File: config.mk
export PLATFORM = sky130hd
export DESIGN_NAME = dsadc_sequencer
export DESIGN_NICKNAME = d
export VERILOG_FILES = /design/src/rtl/dsadc_pkg.sv /design/src/rtl/dsadc_phase_ctrl.sv /design/src/rtl/dsadc_result_reg.sv /design/src/rtl/dsadc_switch_decode.sv /design/src/rtl/dsadc_sequencer.sv
export SDC_FILE = /design/constraint.sdc
export NUM_CORES = 1
export LEC_CHECK = 0
export CORE_ASPECT_RATIO = 0.5
export CORE_MARGIN = 2
export CORE_UTILIZATION = 30
export DETAILED_ROUTE_END_ITERATION = 10
export PLACE_DENSITY = 0.46
export SYNTH_ARGS = -nofsm -noshare
export SYNTH_HDL_FRONTEND = slang
export SYNTH_HIERARCHICAL = 1
export SYNTH_SLANG_ARGS = --single-unit
export TNS_END_PERCENT = 5
File: constraint.sdc
create_clock -name clk_i -period 13.2 [get_ports clk_i]
set_clock_uncertainty 0.2 [all_clocks]
set_input_delay 1.32 -clock clk_i [delete_from_list [all_inputs] [get_ports clk_i]]
set_output_delay 1.32 -clock clk_i [all_outputs]
set_load 0.01 [all_outputs]
File: src/rtl/dsadc_pkg.sv
package dsadc_pkg;
    typedef enum logic [1:0] {
        PH_AZ  = 2'd0,
        PH_INT = 2'd1,
        PH_DE  = 2'd2,
        PH_ZI  = 2'd3
    } phase_e;

    localparam int NUM_PHASES = 4;
endpackage

File: src/rtl/dsadc_phase_ctrl.sv
module dsadc_phase_ctrl
    import dsadc_pkg::*;
#(
    parameter int INT_LEN     = 10000,
    parameter int DEINT_MAX   = 20001,
    parameter int ZI_NORM     = 200,
    parameter int ZI_OVR      = 6200,
    parameter int AZ_MIN_NORM = 9800,
    parameter int AZ_MIN_OVR  = 3800,
    parameter int CYCLE_LEN   = 40002,
    parameter int CNT_W       = 16,
    parameter int MAG_W       = 15
) (
    input  logic             clk_i,
    input  logic             rst_ni,
    input  logic             run_i,
    input  logic             comp_i,
    input  logic             ovr_last_i,
    output phase_e           phase_o,
    output logic             pol_o,
    output logic             de_end_o,
    output logic             de_ovr_o,
    output logic [MAG_W-1:0] de_mag_o
);
    localparam logic [CNT_W-1:0] INT_LAST  = CNT_W'(INT_LEN - 1);
    localparam logic [CNT_W-1:0] DE_LAST   = CNT_W'(DEINT_MAX - 1);
    localparam logic [CNT_W-1:0] ZIN_LAST  = CNT_W'(ZI_NORM - 1);
    localparam logic [CNT_W-1:0] ZIO_LAST  = CNT_W'(ZI_OVR - 1);
    localparam logic [CNT_W-1:0] AZ_RESET  = CNT_W'(AZ_MIN_NORM);

    typedef struct packed {
        phase_e           ph;
        logic [CNT_W-1:0] cnt;
        logic [CNT_W-1:0] az_tgt;
        logic             pol;
    } ctrl_t;

    ctrl_t st_d, st_q;
    logic  crossed;
    int    rem;
    int    floor_v;

    always_comb begin
        st_d     = st_q;
        de_end_o = 1'b0;
        de_ovr_o = 1'b0;
        de_mag_o = '0;
        rem      = 0;
        floor_v  = 0;
        crossed  = (comp_i != st_q.pol);
        unique case (st_q.ph)
            PH_AZ: begin
                if (st_q.cnt >= st_q.az_tgt - 1'b1) begin
                    if (run_i) begin
                        st_d.ph  = PH_INT;
                        st_d.cnt = '0;
                    end
                end else begin
                    st_d.cnt = st_q.cnt + 1'b1;
                end
            end
            PH_INT: begin
                if (st_q.cnt == INT_LAST) begin
                    st_d.ph  = PH_DE;
                    st_d.cnt = '0;
                    st_d.pol = comp_i;
                end else begin
                    st_d.cnt = st_q.cnt + 1'b1;
                end
            end
            PH_DE: begin
                if (crossed || st_q.cnt == DE_LAST) begin
                    de_end_o = 1'b1;
                    de_ovr_o = !crossed;
                    de_mag_o = MAG_W'(st_q.cnt) + MAG_W'(!crossed);
                    rem      = CYCLE_LEN - INT_LEN - 1 - int'(st_q.cnt)
                             - (crossed ? ZI_NORM : ZI_OVR);
                    floor_v  = crossed ? AZ_MIN_NORM : AZ_MIN_OVR;
                    st_d.az_tgt = CNT_W'((rem < floor_v) ? floor_v : rem);
                    st_d.ph  = PH_ZI;
                    st_d.cnt = '0;
                end else begin
                    st_d.cnt = st_q.cnt + 1'b1;
                end
            end
            PH_ZI: begin
                if (st_q.cnt == (ovr_last_i ? ZIO_LAST : ZIN_LAST)) begin
                    st_d.ph  = PH_AZ;
                    st_d.cnt = '0;
                end else begin
                    st_d.cnt = st_q.cnt + 1'b1;
                end
            end
            default: st_d = st_q;
        endcase
    end

    always_ff @(posedge clk_i or negedge rst_ni) begin
        if (!rst_ni) begin
            st_q.ph     <= PH_AZ;
            st_q.cnt    <= '0;
            st_q.az_tgt <= AZ_RESET;
            st_q.pol    <= 1'b0;
        end else begin
            st_q <= st_d;
        end
    end

    assign phase_o = st_q.ph;
    assign pol_o   = st_q.pol;
endmodule

File: src/rtl/dsadc_result_reg.sv
module dsadc_result_reg #(
    parameter int MAG_W = 15,
    parameter int RES_W = 16
) (
    input  logic             clk_i,
    input  logic             rst_ni,
    input  logic             de_end_i,
    input  logic             de_ovr_i,
    input  logic             pol_i,
    input  logic [MAG_W-1:0] de_mag_i,
    output logic [RES_W-1:0] result_o,
    output logic             pos_o,
    output logic             ovr_o,
    output logic             done_o
);
    typedef struct packed {
        logic [RES_W-1:0] res;
        logic             pos;
        logic             ovr;
        logic             done;
    } hold_t;

    hold_t            rg_d, rg_q;
    logic [RES_W-1:0] mag_ext;

    always_comb begin
        rg_d      = rg_q;
        mag_ext   = {1'b0, de_mag_i};
        rg_d.done = de_end_i;
        if (de_end_i) begin
            rg_d.res = pol_i ? mag_ext : (~mag_ext + 1'b1);
            rg_d.pos = pol_i;
            rg_d.ovr = de_ovr_i;
        end
    end

    always_ff @(posedge clk_i or negedge rst_ni) begin
        if (!rst_ni) begin
            rg_q <= '0;
        end else begin
            rg_q <= rg_d;
        end
    end

    assign result_o = rg_q.res;
    assign pos_o    = rg_q.pos;
    assign ovr_o    = rg_q.ovr;
    assign done_o   = rg_q.done;
endmodule

File: src/rtl/dsadc_switch_decode.sv
module dsadc_switch_decode
    import dsadc_pkg::*;
(
    input  phase_e                phase_i,
    input  logic                  pol_i,
    output logic [NUM_PHASES-1:0] phase_oh_o,
    output logic                  ref_pos_o,
    output logic                  ref_neg_o
);
    for (genvar g = 0; g < NUM_PHASES; g++) begin : g_oh
        assign phase_oh_o[g] = (phase_i == phase_e'(g));
    end

    assign ref_neg_o = (phase_i == PH_DE) &&  pol_i;
    assign ref_pos_o = (phase_i == PH_DE) && !pol_i;
endmodule

File: src/rtl/dsadc_sequencer.sv
module dsadc_sequencer
    import dsadc_pkg::*;
#(
    parameter int INT_LEN     = 10000,
    parameter int DEINT_MAX   = 20001,
    parameter int ZI_NORM     = 200,
    parameter int ZI_OVR      = 6200,
    parameter int AZ_MIN_NORM = 9800,
    parameter int AZ_MIN_OVR  = 3800,
    parameter int CYCLE_LEN   = 40002,
    localparam int MAG_W      = $clog2(DEINT_MAX + 1),
    localparam int RES_W      = MAG_W + 1
) (
    input  logic                  clk_i,
    input  logic                  rst_ni,
    input  logic                  run_i,
    input  logic                  comp_i,
    output logic [NUM_PHASES-1:0] phase_o,
    output logic                  ref_pos_o,
    output logic                  ref_neg_o,
    output logic [RES_W-1:0]      result_o,
    output logic                  pos_o,
    output logic                  ovr_o,
    output logic                  done_o
);
    localparam int CNT_W = $clog2(CYCLE_LEN + 1);

    phase_e           phase;
    logic             pol;
    logic             de_end;
    logic             de_ovr;
    logic [MAG_W-1:0] de_mag;

    dsadc_phase_ctrl #(
        .INT_LEN    (INT_LEN),
        .DEINT_MAX  (DEINT_MAX),
        .ZI_NORM    (ZI_NORM),
        .ZI_OVR     (ZI_OVR),
        .AZ_MIN_NORM(AZ_MIN_NORM),
        .AZ_MIN_OVR (AZ_MIN_OVR),
        .CYCLE_LEN  (CYCLE_LEN),
        .CNT_W      (CNT_W),
        .MAG_W      (MAG_W)
    ) i_ctrl (
        .clk_i     (clk_i),
        .rst_ni    (rst_ni),
        .run_i     (run_i),
        .comp_i    (comp_i),
        .ovr_last_i(ovr_o),
        .phase_o   (phase),
        .pol_o     (pol),
        .de_end_o  (de_end),
        .de_ovr_o  (de_ovr),
        .de_mag_o  (de_mag)
    );

    dsadc_result_reg #(
        .MAG_W(MAG_W),
        .RES_W(RES_W)
    ) i_res (
        .clk_i   (clk_i),
        .rst_ni  (rst_ni),
        .de_end_i(de_end),
        .de_ovr_i(de_ovr),
        .pol_i   (pol),
        .de_mag_i(de_mag),
        .result_o(result_o),
        .pos_o   (pos_o),
        .ovr_o   (ovr_o),
        .done_o  (done_o)
    );

    dsadc_switch_decode i_dec (
        .phase_i   (phase),
        .pol_i     (pol),
        .phase_oh_o(phase_o),
        .ref_pos_o (ref_pos_o),
        .ref_neg_o (ref_neg_o)
    );
endmodule

# Yosys cells after proc, flatten, opt, wreduce, memory -nomap -nowiden
# Cells that the tools add are included.
# totals
regBits,54
input_bits,4
word_cells,60
# classes
add_sub_neg,6
magnitude_cmp,2
eq_ne,13
mux,21
n_bitwise,1
n_reduce_logical,9
# ops
op,count
two-way mux 16 bit,6
one-hot mux 18 bit (4 select lines),1
"adder 16 x 1 -> 16 bit, second input constant",2
< comparator 32 x 15 -> 1 bit,1
two-way mux 15 bit,2
two-way mux 13 bit,2
two-way mux 18 bit,1
subtractor 17 x 14 -> 18 bit,1
"subtractor 15 x 16 -> 17 bit, first input constant",1
"== test 16 x 14 -> 1 bit, second input constant",1
"== test 16 x 15 -> 1 bit, second input constant",1
== test 16 bit,1
>= comparator 16 bit,1
NOT 15 -> 16 bit,1
"subtractor 16 x 1 -> 16 bit, second input constant",1
adder 15 x 1 -> 15 bit,1
two-way mux 14 bit,1
two-way mux 2 bit,4
"!= test 2 x 1 -> 1 bit, second input constant",4
AND reduction 5 bit,1
"== test 2 bit, second input constant",2
two-way mux 1 bit,4
AND reduction 2 bit,2
"!= test 3 bit, second input constant",1
7 further kinds,9

# Depth between registers and ports, before layout
# depth
ltp_word,8
mapped_depth,22
depth_no_buf,20

# By module
# The synthesis kept the hierarchy.
# modules_own_cells
mod,n_inst,cells_per_inst,area_per_inst_um2,seq_area_each_um2
dsadc_phase_ctrl,1,498,3952.5,882.1
dsadc_result_reg,1,111,1021.0,475.5
dsadc_switch_decode,1,6,45.0,0.0

# Worst setup path before layout
# Ideal clock, no wire load.
# synth_path
path_type,input port to flip-flop
startpoint,input comp_i
endpoint,register i_ctrl/st_q[12] in the netlist's numbering
setup_time_ns,0.126
t_arrival_ns,5.139
required_time_ns,12.874
slack_ns,7.735
path_stages,17
path_buffers,1
path_cell_list,xor2_1 inv_1 ha_1 o21a_1 o31a_1 or3_1 nor2_1 xnor2_1 ha_1 or3_1 a2111oi_0 a211oi_1 nor4_1 o2111a_1 nor3_4 buf_4 a221o_1
# synth_between
elab_chain_len,5
word_cells_on_any_way,8
# synth_rtl
element,line_no,text
"start, declared",dsadc_sequencer.sv:17,"input logic comp_i,"
!= test 1 bit *,dsadc_phase_ctrl.sv:50,crossed = (comp_i != st_q.pol);
two-way mux 13 bit,dsadc_phase_ctrl.sv:77,- (crossed ? ZI_NORM : ZI_OVR);
subtractor 17 x 14 -> 18 bit,dsadc_phase_ctrl.sv:77,
< comparator 32 x 15 -> 1 bit,dsadc_phase_ctrl.sv:79,st_d.az_tgt = CNT_W'((rem < floor_v) ? floor_v : rem);
two-way mux 16 bit,dsadc_phase_ctrl.sv:79,
"end signal, assigned",dsadc_phase_ctrl.sv:105,st_q <= st_d;
"end, declared",dsadc_phase_ctrl.sv:38,"ctrl_t st_d, st_q;"
# Mark *: on every way between the ends. The rest lies on a longest branch, timed or not.
# A chain may end at the register's enable or synchronous reset.

# Worst setup path after layout
# layout_path
startpoint,input comp_i
endpoint,register i_ctrl/st_q[8] in the netlist's numbering
# The elaborated chain is that of the path after synthesis.

==> summary.md <==
| Metric | Value |
|---|---|
| Run status | `complete, no violations` |
| Share of the synthesized area in the top cell type | `~24%` |
| Count of cell instances traversed by the critical path | `18` |
| Via count of the first global-routing pass | `4321` |
| Worst R2R End | `i_ctrl/st_q[8]` |
| Met1 routed wirelength after detailed routing | `just under 8000 um` |
| Number of cells in the finished layout apart from fillers | `~860` |
| Biggest area consumer among synthesized cells | `dfrtp_1` |
| CTS root buf | `clkbuf_16` |
| Overall power | `around 0.95 mW` |
| CTS max path bufs | `2` |
| Worst slack on hold paths | `~310 ps` |
| Ratio of total power to cell area | `between 150 and 200 mW/mm^2` |
| CTS Buf Count | `5` |
| GRT Util Overall | `between 10% and 20%` |
| Area after detailed placement | `about 0.0055 sq mm` |
| Routed length on met3 | `~540 um` |
| Final min period | `roughly 5800 ps` |
| H-tree lvl count | `2` |
| Global-route wire length before repair | `24300 um` |
| Max cap viols | `0` |
| Signed area change from the synthesized netlist to the final layout | `12.7%` |
| Amount of wire on met2 after detailed routing | `6550 um` |
| Avg Synthesized Cell Area | `8.16 sq um` |
| Leading cell type in the layout, fill and taps excluded | `nor2_1` |
| Unrepaired setup endpoints after global routing | `false` |
| Min-delay worst type | `reg2reg` |
| Leakage power total | `2.22 nW` |
| Later-pin clock latency in the skew report | `around 290 ps` |
| Final net count | `around 670` |
| Antenna violations before repair | `0` |
| Worst Setup End Kind | `flop` |
| GRT overflow | `0` |
| Synthesized instance count | `615` |
| Via Count | `about 4500` |
| Worst setup slack before clock tree synthesis | `between 7000 and 8000 ps` |
| Aggregate negative setup slack | `0 ps` |
| Remaining DRCs | `0` |
| Startpoint Class | `input port` |
| CP Launch Point | `comp_i` |
| Leading register cell type out of synthesis | `dfrtp_1` |
| Filler Cell Count | `roughly 1700` |
| Critical setup path kind | `in2reg` |
| Routed length per instance | `roughly 18 um` |
| Count of unique library cells instantiated by Yosys | `79` |
| Area of the core region | `around 0.016 sq mm` |
| Cell Area, Synth | `~0.005 sq mm` |
| Total clock sinks | `54` |
| Number of nets in the synthesized netlist | `about 660` |
| Die width | `around 190 um` |
| Via/cell ratio | `5.21` |
| Max-slew violation count | `0` |
| Utilization after layout | `about 35%` |
| Post-cts hold buffer count | `0` |
| #FFs+latches synth | `54` |
| Final-report setup violation count | `0` |
| Slowest-stage cell, CP | `clkdlybuf4s50_1` |
| Number of antenna diodes | `0` |
| Synth top area cells | `dfrtp_1 24%, ha_1 9.7%, xnor2_1 8.2%, nor2_1 4.6%, a21oi_1 4.2%` |
| Highest Clock Rate | `173 MHz` |
| Most frequent cells in the layout | `62 x nor2_1, 49 x dfrtp_1, 47 x xnor2_1, 42 x a21oi_1, 41 x nand2_1` |
| Register-to-register path setup slack | `~7900 ps` |
| Worst-Margin Slew | `between 700 and 800 ps` |
| Number of cells in the design after placement | `849` |
| CTS tree | `yes` |
| Max-slew headroom at the worst pin | `between 40 and 50%` |
| Row count | `33` |
| Synth warnings | `6` |
| End point of the critical path | `i_ctrl/st_q[8]` |
| Final HPWL DP | `between 10000 and 15000 um` |
| Largest net degree at the start of global routing | `55` |
| Fraction of the yosys area taken by sequential cells | `between 20% and 30%` |
| Total length of routed wires | `15100 um` |
| Final weighted congestion of routability-driven global placement | `between 0.8 and 0.9` |
| Count of final hold-check violations | `0` |
| Resize count post-CTS | `0` |
| Worst Path Buf+Inv | `3` |
| Number of enable-type register cells in the synthesized netlist | `0` |
| Highest cell delay on the worst timing path | `500 ps` |
| Setup fix buffers added after clock tree synthesis | `0` |
| DRT Pass-1 Iters | `4` |
| Layout cells sized above 1 | `between 7 and 8%` |
| Startpoint of the most critical register-to-register path | `i_ctrl/st_q[19]` |
| Post-route setup slack | `around 7400 ps` |
| CP max FO | `12` |
| Cell area after layout | `~0.0057 sq mm` |
| Remaining antenna violation count after routing | `0` |
| Worst IR drop on VDD | `approximately 0.045 mV` |
| Initial cell density of the core | `a little under a third` |
| Uppermost signal routing layer after detailed routing | `met4` |
| Die Span Y | `95.5 um` |
| Total Die Area | `~0.018 sq mm` |
| Req. time, crit path | `about 13000 ps` |
| Part of the cycle the worst path needs | `43.7%` |
| Number of input and output port buffers inserted | `28` |
| Clock-pin slew on the worst setup and hold paths | `around 70 ps` |
| Worst EP arrival | `between 5000 and 6000 ps` |
| Cell breakdown of the critical path | `clkdlybuf4s50_1 > xor2_1 > buf_4 > inv_1 > ha_1 > o21a_1 > o31a_1 > or3_1 > nor2_1 > xnor2_1 > ha_1 > or3_1 > a2111oi_0 > a211oi_1 > nor4_1 > o2111a_1 > nor3_4 > a221o_1` |
| Cells on worst reg2reg path | `19` |
| Proportion of register bits with asynchronous set or reset after synthesis | `between 90% and 100%` |
| Iter 0 DRT Violations | `~250` |
| Dominant delay contributor by cell family on the critical path | `compound AO/OA/AOI/OAI gates` |
| IO Pins | `29` |
## how the worst min path moves through the flow
stage / to / cells after the start / start / slack [ps]
2_1_floorplan: i_ctrl/st_q[7] / 2 / i_ctrl/st_q[7] / 250
3_3_place_gp: i_res/pos_o / 1 / i_res/pos_o / 290
3_5_place_dp: i_res/pos_o / 1 / i_res/pos_o / 300
4_1_cts: i_res/pos_o / 1 / i_res/pos_o / 310
5_1_grt: i_ctrl/st_q[7] / 2 / i_ctrl/st_q[7] / 320
6_report: i_ctrl/st_q[7] / 2 / i_ctrl/st_q[7] / 310
## cell usage after synthesis, types with 5 or more instances
| library cell | instances |
|---|---|
| a21o_1 | 7 |
| a22o_1 | 6 |
| a21oi_1 | 42 |
| nor3_1 | 14 |
| nand3_1 | 20 |
| a211oi_1 | 6 |
| o21ai_0 | 21 |
| nor2b_1 | 12 |
| or2_2 | 5 |
| xor2_1 | 8 |
| nand2b_1 | 6 |
| o211ai_1 | 6 |
| ha_1 | 39 |
| nand4_1 | 14 |
| nor4_1 | 12 |
| xnor2_1 | 47 |
| nor2_1 | 62 |
| nand2_1 | 41 |
| and3_1 | 5 |
| o21a_1 | 5 |
| or3_1 | 17 |
| o21ai_1 | 14 |
| dfrtp_1 | 49 |
| o221ai_1 | 5 |
| clkbuf_1 | 20 |
| inv_1 | 36 |
| and2_1 | 5 |
| dfstp_2 | 5 |
| a31oi_1 | 10 |
| or4_1 | 5 |
## area by class of cell
cell class              count  area, sq um  share of cell area (%)
clock buffers               5          125                    2.21
clock inverters             2         15.0                   0.265
inverters                  37          139                    2.46
multi-input cells         494         3390                    60.0
flip-flops and latches     54         1360                    24.0
well taps                 227          284                    5.02
repair buffers             37          343                    6.06
## routing by layer
layer / track usage (%) / vias up
li1: - / 2261
met1: 23.9 / 2120
met2: 29.1 / 73
met3: 2.54 / 8
met4: 3.84 / 0
met5: 0 / -
## flip-flops by register name, indices dropped and copies added, names as in the netlist
register and cells:
i_ctrl/phase_o 2, i_ctrl/pol_o 1, i_ctrl/st_q 32, i_res/done_o 1, i_res/ovr_o 1, i_res/pos_o 1, i_res/result_o 16
## worst min-delay path, cell delays in order, from the launching register on
cell	delay, ps
dfstp_2	400
nand2_1	60
o21ai_1	50
## power by group
group | total, mW | leakage (nW) | switching [mW] | internal [mW]
Sequential | 0.299 | 0.685 | 0.0745 | 0.225
Combinational | 0.520 | 1.47 | 0.280 | 0.240
Clock | 0.135 | 0.0619 | 0.0655 | 0.0696
## logic make-up (layout without fill, tap and decap cells)
family                     Yosys count  after routing  synth area share [%]
AOI/OAI and AO/OA                  156            156                  20.8
xor gates and xnor gates            57             57                  10.2
adders and majority gates           40             40                  10.1
buffers and inverters               67             81                  5.43
DFF                                 54             54                  27.1
muxes                                6              6                  1.30
and+or+nand+nor                    235            235                  25.0
(Power assumes the default switching activity.)
